<file path="src/rtl/dir_pkg.sv">
package dir_pkg;
  localparam int NumProcs  = 4;
  localparam int NumBlocks = 4;
  localparam int ProcW = (NumProcs > 1) ? $clog2(NumProcs) : 1;
  localparam int BlkW  = (NumBlocks > 1) ? $clog2(NumBlocks) : 1;

  typedef logic [ProcW-1:0]    procId_t;
  typedef logic [BlkW-1:0]     blkId_t;
  typedef logic [NumProcs-1:0] sharers_t;

  typedef enum logic [1:0] {ST_I = 2'd0, ST_S = 2'd1, ST_M = 2'd2, ST_SM = 2'd3} dirState_e;

  localparam logic [1:0] OP_GETS = 2'd0;
  localparam logic [1:0] OP_GETX = 2'd1;
  localparam logic [1:0] OP_PUTX = 2'd2;

  localparam logic [2:0] RSP_GRANT_S = 3'd1;
  localparam logic [2:0] RSP_GRANT_M = 3'd2;
  localparam logic [2:0] RSP_ACK     = 3'd3;
  localparam logic [2:0] RSP_NACK    = 3'd4;
  localparam logic [2:0] RSP_BUSY    = 3'd5;

  localparam logic [1:0] ANS_NACK  = 2'd0;
  localparam logic [1:0] ANS_CLEAN = 2'd1;
  localparam logic [1:0] ANS_DATA  = 2'd2;

  typedef struct packed {
    dirState_e state;
    procId_t   owner;
    sharers_t  sharers;
  } dirEntry_t;

  typedef struct packed {
    logic       reqWr;
    dirEntry_t  reqEntry;
    logic       pendWr;
    dirEntry_t  pendEntry;
    logic       setOvf;
    logic       startFwd;
    procId_t    fwdTo;
    logic       endPend;
    logic       respValid;
    logic [2:0] respCode;
    logic       doneValid;
    logic [2:0] doneCode;
  } dirStrobes_t;
endpackage

</file>
<file path="src/rtl/dir_ctrl.sv">
module dir_ctrl
  import dir_pkg::*;
(
  input  logic        reqValid,
  input  procId_t     reqProc,
  input  logic [1:0]  reqOp,
  input  blkId_t      reqBlock,
  input  logic        reqTxn,
  input  dirEntry_t   curEntry,
  input  logic        pendValid,
  input  blkId_t      pendBlock,
  input  procId_t     pendProc,
  input  logic [1:0]  pendOp,
  input  dirEntry_t   pendEntry,
  input  logic        fwdRespValid,
  input  logic [1:0]  fwdRespCode,
  output dirStrobes_t stb
);
  logic blocked, isOwned, ownerHit;
  sharers_t reqBit, pendBit, oldOwnerBit;

  assign blocked     = pendValid && (pendBlock == reqBlock);
  assign isOwned     = (curEntry.state == ST_M) || (curEntry.state == ST_SM);
  assign ownerHit    = isOwned && (curEntry.owner == reqProc);
  assign reqBit      = sharers_t'(1) << reqProc;
  assign pendBit     = sharers_t'(1) << pendProc;
  assign oldOwnerBit = sharers_t'(1) << pendEntry.owner;

  always_comb begin
    stb = '0;
    stb.reqEntry  = curEntry;
    stb.pendEntry = pendEntry;
    stb.fwdTo     = curEntry.owner;
    if (reqValid) begin
      if (blocked) begin
        stb.respValid = 1'b1;
        stb.respCode  = RSP_BUSY;
      end else if (reqOp == OP_GETS || reqOp == OP_GETX) begin
        if (isOwned && !ownerHit) begin
          if (pendValid) begin
            stb.respValid = 1'b1;
            stb.respCode  = RSP_BUSY;
          end else begin
            stb.startFwd = 1'b1;
          end
        end else begin
          stb.respValid = 1'b1;
          stb.reqWr     = 1'b1;
          if (reqOp == OP_GETS) begin
            stb.respCode         = RSP_GRANT_S;
            stb.reqEntry.state   = ST_S;
            stb.reqEntry.sharers = ((curEntry.state == ST_S) ? curEntry.sharers : '0) | reqBit;
          end else begin
            stb.respCode         = RSP_GRANT_M;
            stb.reqEntry.state   = ST_M;
            stb.reqEntry.owner   = reqProc;
            stb.reqEntry.sharers = '0;
          end
        end
      end else if (reqOp == OP_PUTX) begin
        stb.respValid = 1'b1;
        stb.respCode  = RSP_ACK;
        if (ownerHit && curEntry.state == ST_M) begin
          stb.reqWr = 1'b1;
          if (reqTxn) begin
            stb.reqEntry.state = ST_SM;
            stb.setOvf         = 1'b1;
          end else begin
            stb.reqEntry.state   = ST_I;
            stb.reqEntry.sharers = '0;
          end
        end
      end
    end

    if (pendValid && fwdRespValid) begin
      stb.endPend   = 1'b1;
      stb.doneValid = 1'b1;
      if (fwdRespCode == ANS_NACK) begin
        stb.doneCode = RSP_NACK;
      end else begin
        stb.pendWr = 1'b1;
        if (pendOp == OP_GETX) begin
          stb.doneCode          = RSP_GRANT_M;
          stb.pendEntry.state   = ST_M;
          stb.pendEntry.owner   = pendProc;
          stb.pendEntry.sharers = '0;
        end else begin
          stb.doneCode          = RSP_GRANT_S;
          stb.pendEntry.state   = ST_S;
          stb.pendEntry.sharers = pendBit | ((fwdRespCode == ANS_DATA) ? oldOwnerBit : '0);
        end
      end
    end
  end
endmodule

</file>
<file path="src/rtl/dir_store.sv">
module dir_store
  import dir_pkg::*;
(
  input  logic        clk,
  input  logic        rstN,
  input  dirStrobes_t stb,
  input  procId_t     reqProc,
  input  logic [1:0]  reqOp,
  input  blkId_t      reqBlock,
  input  logic        txEndValid,
  input  procId_t     txEndProc,
  output dirEntry_t   curEntry,
  output dirEntry_t   pendEntry,
  output logic        pendValid,
  output blkId_t      pendBlock,
  output procId_t     pendProc,
  output logic [1:0]  pendOp,
  output sharers_t    ovfBits,
  output logic        respValid,
  output procId_t     respProc,
  output logic [2:0]  respCode,
  output logic        fwdValid,
  output procId_t     fwdProc,
  output blkId_t      fwdBlock,
  output logic        fwdExcl,
  output logic        doneValid,
  output procId_t     doneProc,
  output logic [2:0]  doneCode
);
  dirEntry_t entries [NumBlocks];
  sharers_t  ovfNext;

  assign curEntry  = entries[reqBlock];
  assign pendEntry = entries[pendBlock];

  always_comb begin
    ovfNext = ovfBits;
    if (txEndValid) ovfNext[txEndProc] = 1'b0;
    if (stb.setOvf) ovfNext[reqProc]   = 1'b1;
  end

  always_ff @(posedge clk) begin
    if (!rstN) begin
      for (int i = 0; i < NumBlocks; i++) entries[i] <= '0;
      ovfBits   <= '0;
      pendValid <= 1'b0;
      pendBlock <= '0;
      pendProc  <= '0;
      pendOp    <= '0;
      respValid <= 1'b0;
      respProc  <= '0;
      respCode  <= '0;
      fwdValid  <= 1'b0;
      fwdProc   <= '0;
      fwdBlock  <= '0;
      fwdExcl   <= 1'b0;
      doneValid <= 1'b0;
      doneProc  <= '0;
      doneCode  <= '0;
    end else begin
      if (stb.reqWr)  entries[reqBlock]  <= stb.reqEntry;
      if (stb.pendWr) entries[pendBlock] <= stb.pendEntry;
      ovfBits <= ovfNext;
      if (stb.startFwd) begin
        pendValid <= 1'b1;
        pendBlock <= reqBlock;
        pendProc  <= reqProc;
        pendOp    <= reqOp;
      end else if (stb.endPend) begin
        pendValid <= 1'b0;
      end
      respValid <= stb.respValid;
      respProc  <= reqProc;
      respCode  <= stb.respCode;
      fwdValid  <= stb.startFwd;
      fwdProc   <= stb.fwdTo;
      fwdBlock  <= reqBlock;
      fwdExcl   <= (reqOp == OP_GETX);
      doneValid <= stb.doneValid;
      doneProc  <= pendProc;
      doneCode  <= stb.doneCode;
    end
  end
endmodule

</file>
<file path="src/rtl/dir_top.sv">
module dir_top
  import dir_pkg::*;
(
  input  logic                clk,
  input  logic                rstN,
  input  logic                reqValid,
  input  logic [ProcW-1:0]    reqProc,
  input  logic [1:0]          reqOp,
  input  logic [BlkW-1:0]     reqBlock,
  input  logic                reqTxn,
  input  logic                fwdRespValid,
  input  logic [1:0]          fwdRespCode,
  input  logic                txEndValid,
  input  logic [ProcW-1:0]    txEndProc,
  output logic                respValid,
  output logic [ProcW-1:0]    respProc,
  output logic [2:0]          respCode,
  output logic                fwdValid,
  output logic [ProcW-1:0]    fwdProc,
  output logic [BlkW-1:0]     fwdBlock,
  output logic                fwdExcl,
  output logic                doneValid,
  output logic [ProcW-1:0]    doneProc,
  output logic [2:0]          doneCode,
  output logic [NumProcs-1:0] ovfBits
);
  dirStrobes_t stb;
  dirEntry_t   curEntry, pendEntry;
  logic        pendValid;
  blkId_t      pendBlock;
  procId_t     pendProc;
  logic [1:0]  pendOp;

  dir_ctrl u_ctrl (
    .reqValid(reqValid), .reqProc(reqProc), .reqOp(reqOp), .reqBlock(reqBlock),
    .reqTxn(reqTxn), .curEntry(curEntry), .pendValid(pendValid),
    .pendBlock(pendBlock), .pendProc(pendProc), .pendOp(pendOp),
    .pendEntry(pendEntry), .fwdRespValid(fwdRespValid),
    .fwdRespCode(fwdRespCode), .stb(stb)
  );

  dir_store u_store (
    .clk(clk), .rstN(rstN), .stb(stb), .reqProc(reqProc), .reqOp(reqOp),
    .reqBlock(reqBlock), .txEndValid(txEndValid), .txEndProc(txEndProc),
    .curEntry(curEntry), .pendEntry(pendEntry), .pendValid(pendValid),
    .pendBlock(pendBlock), .pendProc(pendProc), .pendOp(pendOp),
    .ovfBits(ovfBits), .respValid(respValid), .respProc(respProc),
    .respCode(respCode), .fwdValid(fwdValid), .fwdProc(fwdProc),
    .fwdBlock(fwdBlock), .fwdExcl(fwdExcl), .doneValid(doneValid),
    .doneProc(doneProc), .doneCode(doneCode)
  );
endmodule

</file>
<file path="config.mk">
export PLATFORM = sky130hd
export DESIGN_NAME = dir_top
export DESIGN_NICKNAME = d
export VERILOG_FILES = /design/src/rtl/dir_pkg.sv /design/src/rtl/dir_ctrl.sv /design/src/rtl/dir_store.sv /design/src/rtl/dir_top.sv
export SDC_FILE = /design/constraint.sdc
export NUM_CORES = 1
export LEC_CHECK = 0
export BUFFER_PORTS_ARGS = -buffer_cell sky130_fd_sc_hd__clkbuf_2
export CAP_MARGIN = 30
export CORE_ASPECT_RATIO = 0.5
export CORE_MARGIN = 2
export CORE_UTILIZATION = 59
export CTS_CLUSTER_DIAMETER = 50
export CTS_CLUSTER_SIZE = 14
export DETAILED_ROUTE_END_ITERATION = 16
export GPL_TIMING_DRIVEN = 1
export PLACE_DENSITY = 0.8
export REMOVE_ABC_BUFFERS = 1
export SYNTH_ARGS = -nofsm -noshare
export SYNTH_HDL_FRONTEND = slang
export SYNTH_SLANG_ARGS = --single-unit
</file>
<file path="constraint.sdc">
create_clock -name clk -period 4.2 [get_ports clk]
set_input_delay 0.21 -clock clk [delete_from_list [all_inputs] [get_ports clk]]
set_output_delay 0.21 -clock clk [all_outputs]
set_load 0.005 [all_outputs]
</file>
Yosys cells after proc, flatten, opt, wreduce, memory -nomap -nowiden
Memory sizes are Yosys's and may differ from the RTL's. A register that Yosys moved wholly into a read port is not among the register bits.
Index checks and enable logic that the tools add are counted.
W data, S select, Z words.
- register bits after elaboration: 29
- RAM bits: 32
- memories kept: 1
- order comparisons: 4
- eq/ne operators: 9
- shift operators: 3
- mux-type cells: 64
- bitwise operators: 8
- reduce and logical (&&, ||, !) cells: 19
- memory list (name ; words ; width ; read ports ; clocked after memory_dff ; wr ports ; RTL line ; RTL):
    u_store.entries ; 4 ; 8 ; 2 ; 1 ; 4 ; dir_store.sv:30 ; dirEntry_t entries [NumBlocks];
- operator list (operator ; number):
    $mux W4 ; 16
    $mux W9 ; 5
    $mux W2 ; 14
    $mux W1 ; 21
    $mux W8 ; 2
    $reduce_or A8 Y1 ; 2
    $mux W3 ; 4
    $or A4 B4 Y4 ; 3
    $shl A1 B2 Y4 const A ; 3
    $eq A2 B2 Y1 const B ; 4
    $logic_and A1 B1 Y1 ; 7
    $eq A2 B1 Y1 const B ; 3
    $lt A2 B3 Y1 const B ; 2
    $reduce_or A3 Y1 ; 2
    $and A4 B4 Y4 ; 1
    $demux W1 S2 ; 2
    $eq A2 B2 Y1 ; 2
    $ge A2 B1 Y1 const B ; 2
    $logic_not A2 Y1 ; 2
    $not A4 Y4 ; 1
    $reduce_and A2 Y1 ; 2
    $not A1 Y1 ; 3
    $logic_or A1 B1 Y1 ; 2
    $reduce_bool A2 Y1 ; 1
    $logic_not A1 Y1 ; 1

Longest topological paths before layout
Gate-level depths: netlist of the first run.
An unclocked memory read counts as a cell.
- depth in word-level cells: 15
- depth in mapped cells: 8
- mapped depth without buffers: 6

By module
Synthesis of the first run repeated with hierarchy kept, for this count alone.
- cells, all modules: 297
- area, all modules: 3388.2 µm²
- by module, submodules not included (module ; times used ; cells an instance ; area an instance (µm²) ; sequential area each (µm²)):
    dir_store ; 1 ; 210 ; 2813.9 ; 1581.5
    dir_ctrl ; 1 ; 87 ; 574.3 ; 0.0

Worst setup path after synthesis of the first run
No wires, ideal clock.
- kind: reg2reg
- start point: memory u_store.entries[1][4] in the netlist's numbering
- end point: memory u_store.entries[1][4] in the netlist's numbering, enable pin
- arrival: 2188 ps
- data required time: 3855 ps
- slack: 1667 ps
- stages on the path, launching flop included: 8
- path buffers: 2
- clock period less this slack: 2533 ps
- path through: edfxtp_1 -> mux4_1 -> xnor2_2 -> a21oi_2 -> or3b_1 -> buf_6 -> buf_6 -> o211ai_1
- RTL lines (element ; RTL line):
    start, declared ; dir_store.sv:30

==> results of run 1 <==
==> synth_stat cells (2+ instances only) <==
library cell,n
dfxtp_1,31
mux2_2,3
nand2b_1,7
o21ai_0,8
a21boi_0,3
nor2b_1,3
inv_1,6
clkbuf_1,6
xnor2_2,2
xnor2_1,2
nand2_1,21
mux4_2,4
edfxtp_1,16
and2_1,9
o31ai_1,2
or3_1,3
nor2_1,7
buf_6,3
buf_2,2
nand3_1,7
nor3_1,2
mux4_1,2
nand3b_1,4
a21oi_1,5
o32ai_1,11
mux2i_1,7
o22ai_1,4
o211ai_1,3
==> logic make-up (layout without fill, tap and decap cells) <==
group / Yosys count / after routing
simple gates: 69 / 69
flops: 47 / 47
compound gates: 46 / 46
buf+inv: 17 / 52
mux: 16 / 16
xor+xnor: 4 / 4
==> cell type report <==
type / count / area, µm²
Clock inverter: 3 / 15.0
Multi-Input combinational cell: 135 / 997
Tap cell: 51 / 63.8
Timing Repair Buffer: 38 / 193
Fill cell: 256 / 1030
Inverter: 6 / 22.5
Sequential cell: 47 / 1100
Clock buffer: 5 / 68.8
==> state kept, by name, indices dropped and copies added, names as in the netlist, 2 cells and up, named ones only <==
signal             flops
u_store.fwdProc        2
u_store.pendBlock      2
u_store.doneCode       3
u_store.respProc       2
u_store.pendOp         2
u_store.respCode       3
u_store.pendProc       2
u_store.doneProc       2
u_store.fwdBlock       2
u_store.ovfBits        4
u_store.entries       16
==> layer usage <==
| layer | track usage | up-vias | share of wire |
|---|---|---|---|
| met3 | 0.101 | 7 | 0.15 |
| li1 | - | 819 | - |
| met4 | 0.114 | 0 | 0.012 |
| met1 | 0.289 | 801 | 0.42 |
| met2 | 0.361 | 90 | 0.43 |
| met5 | 0 | - | 0 |
==> metrics by stage <==
stage                     setup slack (ns)  instance area [µm²]
after floorplan                       1.42                 2120
after global placement                1.42                 2380
after detailed placement              1.31                 2380
after CTS                             1.44                 2460
after global routing                  1.29                 2460
final                                 1.43                 2460
==> report_power, final <==
group	switching [mW]	internal (mW)	total [mW]
registers	0.00926	0.486	0.495
clock network	0.146	0.113	0.259
logic	0.0642	0.0423	0.107
total	0.219	0.641	0.861
==> worst max-delay path, stage by stage, from the launching register on <==
cell	delay, ns
edfxtp_1	0.43
mux4_1	0.57
xnor2_2	0.21
a21oi_2	0.12
or3b_1	0.63
o211ai_1	0.47
==> worst max path at each step <==
stage                     startpoint                     to  slack, ns  cells after the start
4_1_cts        u_store.entries[1][4]  u_store.entries[2][4]       1.44                      5
3_3_place_gp             reqBlock[0]  u_store.entries[2][4]       1.42                      6
6_report       u_store.entries[3][4]  u_store.entries[2][4]       1.43                      5
5_1_grt        u_store.entries[1][4]  u_store.entries[1][6]       1.29                      5
2_1_floorplan  u_store.entries[1][4]    u_store.pendProc[0]       1.42                      5
3_5_place_dp             reqBlock[0]  u_store.entries[2][5]       1.31                      6
==> results.md, run 1 <==
* Total die area at 0.00424 mm²
* Final Hold Viols at 0
* Max cap viols at 0
* Final setup viols at 0
* Worst Max-Slew Pin Slew at 0.950 ns
* Vias in the first global route at 1,489
* Post-synth top area share at 0.284
* Total wire length at 4710 µm
* Post-Synth XOR/XNOR Area at 0.0229
* Final nets at 249
* Row count at 15
* Reg-to-reg startpoint: u_store.entries[3][4]
* Clock-pin slew on the worst setup and hold paths at 0.08 ns
* Initial antenna violation count at 0
* Status: finished clean
* Initial Util at 0.627
* Synth Area in Adders at 0
* CTS tree: done
* DR vias/cell at 6.02
* CP Launch Type: flop
* Period utilization at 0.660
* DP Wirelength at 3570 µm
* Most common cell after layout, fill and taps aside: clkbuf_2
* Largest family of logic cells by synthesized area: simple AND/OR/NAND/NOR gates
* Hold_sp: fwdRespCode[0]
* GP Congestion at 0.958
* # DRC at 0
* Share of cells above drive strength 1 at 0.239
* Cts hold-fix bufs at 0
* Post-Syn Instances at 199
* Via Count at 1,717
* Yosys top cell by area: dfxtp_1
* Fmax achieved at 0.361 GHz
* Wire per inst at 16.5 µm
* Unrepaired setup endpoints after global routing: false
* Worst hold endpoint: u_store.doneCode[2]
* Placed insts at 277
* Synthesized area at 0.00219 mm²
* Grt total ovfl at 0
* CP required at 4.16 ns
* Multiplexer share of the synthesized area at 0.113
* Largest net degree at the start of global routing at 28
* Ports at 38
* CTS sink cnt at 47
* Antenna Cells at 0
* Number of max-slew violations in the final report at 0
* Final min period at 2.77 ns
* Initial DRC count at 111
* Number of flops mapped to enable cells by yosys at 16
* Crit path DAT at 2.73 ns
* Fin cells at 285
* VDD IR max at 0.000194 V
* First-pass GRT wire length at 7150 µm
* Top cells by area, synth: dfxtp_1 28%, edfxtp_1 22%, o32ai_1 4.4%
* H-tree Lvls at 2
* R2R depth at 5
* Mapped Avg Cell Area at 11.0 µm²
* Die height at 47.1 µm
* Post-Route Skew at 0.00553 ns
* Async SR Flop Fraction at 0
* Synthesis-to-layout area growth at 12.5%
* CTS resizes at 0
* Static Leak at 0.946 nW
* Power density cells at 350 mW/mm²
* Ys flop type: dfxtp_1
* Reg2reg end: u_store.entries[2][4]
* Number of buffers created by CTS at 5
* Hold path depth at 2
* Hold WC Path Type: input pin to flop
* Hold WS at 0.0724 ns
* Relative slew slack at 0.358
* Category of the most critical setup path: flop to flop
* Compound-gate portion of the synthesized area at 0.151
* TNS Setup at 0 ns
* Synth Register Bits at 47
* Post-synthesis sequential area ratio at 0.503
* Finished Core Util at 0.705
* CTS Root Cell: clkbuf_8
* Synthesis Warnings at 0
* Crit-path max FO at 16
* Total GRT Usage at 0.232
* Post-synthesis cell type count at 44
* Setup bufs post-CTS at 0
* Post-route ant nets at 0
* Width of the die at 90.1 µm
* Most frequent cells in the layout: 37 x clkbuf_2, 31 x dfxtp_1, 21 x nand2_1, 16 x edfxtp_1, 11 x o32ai_1
* Core ar. at 0.00349 mm²
* CP endpoint kind: flop
* Reg2reg setup slack at 1.43 ns
* DR pass1 iterations at 4
* Design Power at 861 µW
* Clk buf depth at 2
* Simple-Gate Fraction of Synth Area at 0.169
* Clk Latency, worst-skew pair at 0.30 ns
* Port Buffers at 37
(Power assumes the default switching activity.)
==> run 2: changes to the inputs <==
--- a/config.mk
+++ b/config.mk
@@ -5,16 +5,17 @@
 export SDC_FILE = /design/constraint.sdc
 export NUM_CORES = 1
 export LEC_CHECK = 0
+export ABC_AREA = 1
 export BUFFER_PORTS_ARGS = -buffer_cell sky130_fd_sc_hd__clkbuf_2
 export CAP_MARGIN = 30
 export CORE_ASPECT_RATIO = 0.5
 export CORE_MARGIN = 2
-export CORE_UTILIZATION = 59
+export CORE_UTILIZATION = 50
 export CTS_CLUSTER_DIAMETER = 50
 export CTS_CLUSTER_SIZE = 14
 export DETAILED_ROUTE_END_ITERATION = 16
 export GPL_TIMING_DRIVEN = 1
-export PLACE_DENSITY = 0.8
+export PLACE_DENSITY = 0.72
 export REMOVE_ABC_BUFFERS = 1
 export SYNTH_ARGS = -nofsm -noshare
 export SYNTH_HDL_FRONTEND = slang
==> constraint.sdc (replaced) <==
create_clock -name clk -period 2.3 [get_ports clk]
set_input_delay 0.115 -clock clk [delete_from_list [all_inputs] [get_ports clk]]
set_output_delay 0.115 -clock clk [all_outputs]
set_load 0.005 [all_outputs]
==> run 2 against run 1 <==
Non-clock buffer count up 9. Worst hold slack worse by 0.065 ns. Utilization down 7.7 points. Sequential power up 85%. Clock skew up 0.00099 ns. Sequential cell count unchanged. Combinational power up 140%. Register-to-register slack worse by 1.2 ns. Critical path type unchanged.
==> results.md, run 2 <==
* Crit-path max FO at 4 (-12)
* H-tree Lvls at 2 (unchanged)
* Reg-to-reg startpoint: u_store.entries[0][6]
* Post-route setup slack at 0.233 ns (-1.19 ns)
* Most frequent cell after synthesis: nand2_1
* Post-synthesis sequential area ratio at 0.461 (-0.0420)
* Vias in the first global route at 2,048 (+38%)
* Power density cells at 630 mW/mm² (+80%)
* Most common cell after layout, fill and taps aside: nand2_1
* CP required at 2.27 ns (-1.89 ns)
* CTS sink cnt at 47 (unchanged)
* Static Leak at 1.34 nW (+41%)
* Core ar. at 0.00449 mm² (+29%)
* Status: finished clean
* Hold path depth at 2 (unchanged)
* Max reg flops at 16 (unchanged)
* Total GRT Usage at 0.260 (+0.0279)
* Row count at 17 (+2)
* Most flop-heavy register: u_store.entries
* Max cap viols at 0 (unchanged)
* DR vias/cell at 5.32 (-12%)
* Ys flop type: dfxtp_1
* Post-Syn Instances at 311 (+56%)
* Wire per inst at 14.9 µm (-10%)
* CP endpoint kind: flop
* Synthesis-to-layout area growth at 18.1%
* Period utilization at 0.899 (+0.238)
* Most frequent cells after synthesis: 84 x nand2_1, 31 x dfxtp_1, 31 x nor2_1
* GP Congestion at 0.999 (+4.3%)
* Relative slew slack at 0.627 (+0.268)
* Initial antenna violation count at 0 (unchanged)
* Number of buffers created by CTS at 5 (unchanged)
* Post-Route Skew at 0.00652 ns (+0.000987 ns)
* Port Buffers at 37 (unchanged)
* Most frequent cells in the layout: 84 x nand2_1, 37 x clkbuf_2, 31 x nor2_1, 31 x dfxtp_1, 30 x inv_1
* # DRC at 0 (unchanged)
* Largest net degree at the start of global routing at 15 (-46%)
* DP Wirelength at 4960 µm (+39%)
* Initial DRC count at 217 (+95%)
* Final min period at 2.07 ns (-0.706 ns)
* Crit path DAT at 2.04 ns (-0.69 ns)
* Post-synthesis cell type count at 29 (-34%)
* Synth Register Bits at 47 (unchanged)
* DR pass1 iterations at 5 (+1)
* Top cells by area, synth: dfxtp_1 26%, edfxtp_1 20%, nand2_1 13%
* CP Launch Type: flop
* VDD IR max at 0.000256 V (+32%)
* Via Count at 2,272 (+32%)
* Number of max-slew violations in the final report at 0 (unchanged)
* Ports at 38 (unchanged)
* Post-synth top area share at 0.260 (-0.0237)
* Design Power at 1.78 mW (+110%)
* Total die area at 0.00537 mm² (+27%)
* CTS Root Cell: clkbuf_8
* Final setup viols at 0 (unchanged)
* Worst Max-Slew Pin Slew at 0.557 ns (-0.393 ns)
* Final Hold Viols at 0 (unchanged)
* Fmax achieved at 0.484 GHz (+34%)
* Synthesis Warnings at 0 (unchanged)
* Mapped Avg Cell Area at 7.67 µm² (-30%)
* CTS tree: done
* Hold WC Path Type: input pin to flop
* First-pass GRT wire length at 10,100 µm (+41%)
* Yosys top cell by area: dfxtp_1
* Post-route ant nets at 0 (unchanged)
* Antenna Cells at 0 (unchanged)
* Share of cells above drive strength 1 at 0.241 (+0.00168)
* Clk buf depth at 2 (unchanged)
* Width of the die at 102 µm (+13%)
* Unrepaired setup endpoints after global routing: false
* Worst hold endpoint: u_store.pendValid
* Async SR Flop Fraction at 0 (unchanged)
* Hold_sp: fwdRespValid
* R2R depth at 7 (+2)
* Initial Util at 0.532 (-0.0949)
* Clock-pin slew on the worst setup and hold paths at 0.09 ns (about the same)
* Final nets at 376 (+51%)
* Reg2reg end: u_store.entries[1][5]
* Clk Latency, worst-skew pair at 0.31 ns (about the same)
* Synthesized area at 0.00239 mm² (+9.1%)
* Total wire length at 6340 µm (+35%)
* Category of the most critical setup path: flop to flop
* Largest regs: u_store.entries x16, u_store.ovfBits x4
* Reg2reg setup slack at 0.23 ns (-1.19 ns)
* Place WS at -0.00323 ns (-1.31 ns)
* Grt total ovfl at 0 (unchanged)
* Number of flops mapped to enable cells by yosys at 16 (unchanged)
* Die height at 52.8 µm (+12%)
## run 2: changes by cell type after synthesis, moves of 9 or more
cell | before | now
inv_1 | 6 | 30
o32ai_1 | 11 | 0
o21ai_0 | 8 | 24
nand2_1 | 21 | 84
nand3_1 | 7 | 18
and2_1 | 9 | 0
nor2_1 | 7 | 31
## run 2: critical path, stage by stage, from the launching register on
cell and delay, ns:
edfxtp_1 0.43, o21ai_0 0.20, nand2_1 0.16, nor2_4 0.15, nand3_2 0.09, nand2_1 0.11
nand4_1 0.19, o21ai_1 0.40
## run 2: final cells by class
cell class / count / area [µm²]
clock buffer: 7 / 108
clock inverter: 1 / 5.00
fill: 416 / 1670
inverter: 35 / 131
multi-input combinational: 224 / 1130
sequential: 47 / 1100
tap: 66 / 82.6
timing repair buffer: 47 / 265
## run 2: timing repair
item                                    in CTS  in global routing
hold buffers                                 2                  0
buffers inserted                             0                  0
hold endpoints to repair                     1                  0
gates resized for setup                      0                  3
endpoints found under the setup margin       0                  8
## run 2: power breakdown
group | switching [mW] | leakage (nW) | internal (mW)
clock | 0.292 | 0.0594 | 0.308
sequential | 0.0238 | 0.419 | 0.893
combinational | 0.178 | 0.859 | 0.0824
## run 2: stage by stage
step           utilization  instances  hold WS [ns]  TNS, ns  instance area (µm²)
2_1_floorplan            -        306         0.192        0                 2360
3_3_place_gp         0.599        417         0.296        0                 2690
3_5_place_dp         0.599        417         0.296  -0.0128                 2690
4_1_cts              0.628        427       0.00572        0                 2820
5_1_grt              0.628        427        0.0165        0                 2820
6_report             0.628        427       0.00713        0                 2820
## run 2: worst max path at each step
stage	endpoint	cells after the start	from
floorplan	u_store.entries[0][4]	9	u_store.entries[1][4]
global placement	u_store.entries[1][7]	11	reqBlock[0]
detailed placement	u_store.entries[2][7]	10	reqBlock[0]
CTS	u_store.entries[2][5]	9	u_store.entries[1][4]
global route	u_store.entries[1][5]	9	u_store.entries[0][5]
finish	u_store.entries[1][5]	7	u_store.entries[0][6]
## run 2: kinds of logic (layout without fill, tap and decap cells)
| family | count (synthesis) | count (layout) | share of synthesized area |
|---|---|---|---|
| AOI/OAI and AO/OA | 44 | 44 | 0.0965 |
| xor gates and xnor gates | 2 | 2 | 0.00734 |
| buffers and inverters | 40 | 90 | 0.0666 |
| DFF | 47 | 47 | 0.461 |
| and+or+nand+nor | 178 | 178 | 0.368 |
## run 2: per-layer routing
metal	wire (µm)	GRT usage	share of wire
met5	0	0	0
met1	2960	0.368	0.47
met4	104	0.0946	0.016
met3	744	0.0747	0.12
met2	2530	0.375	0.40
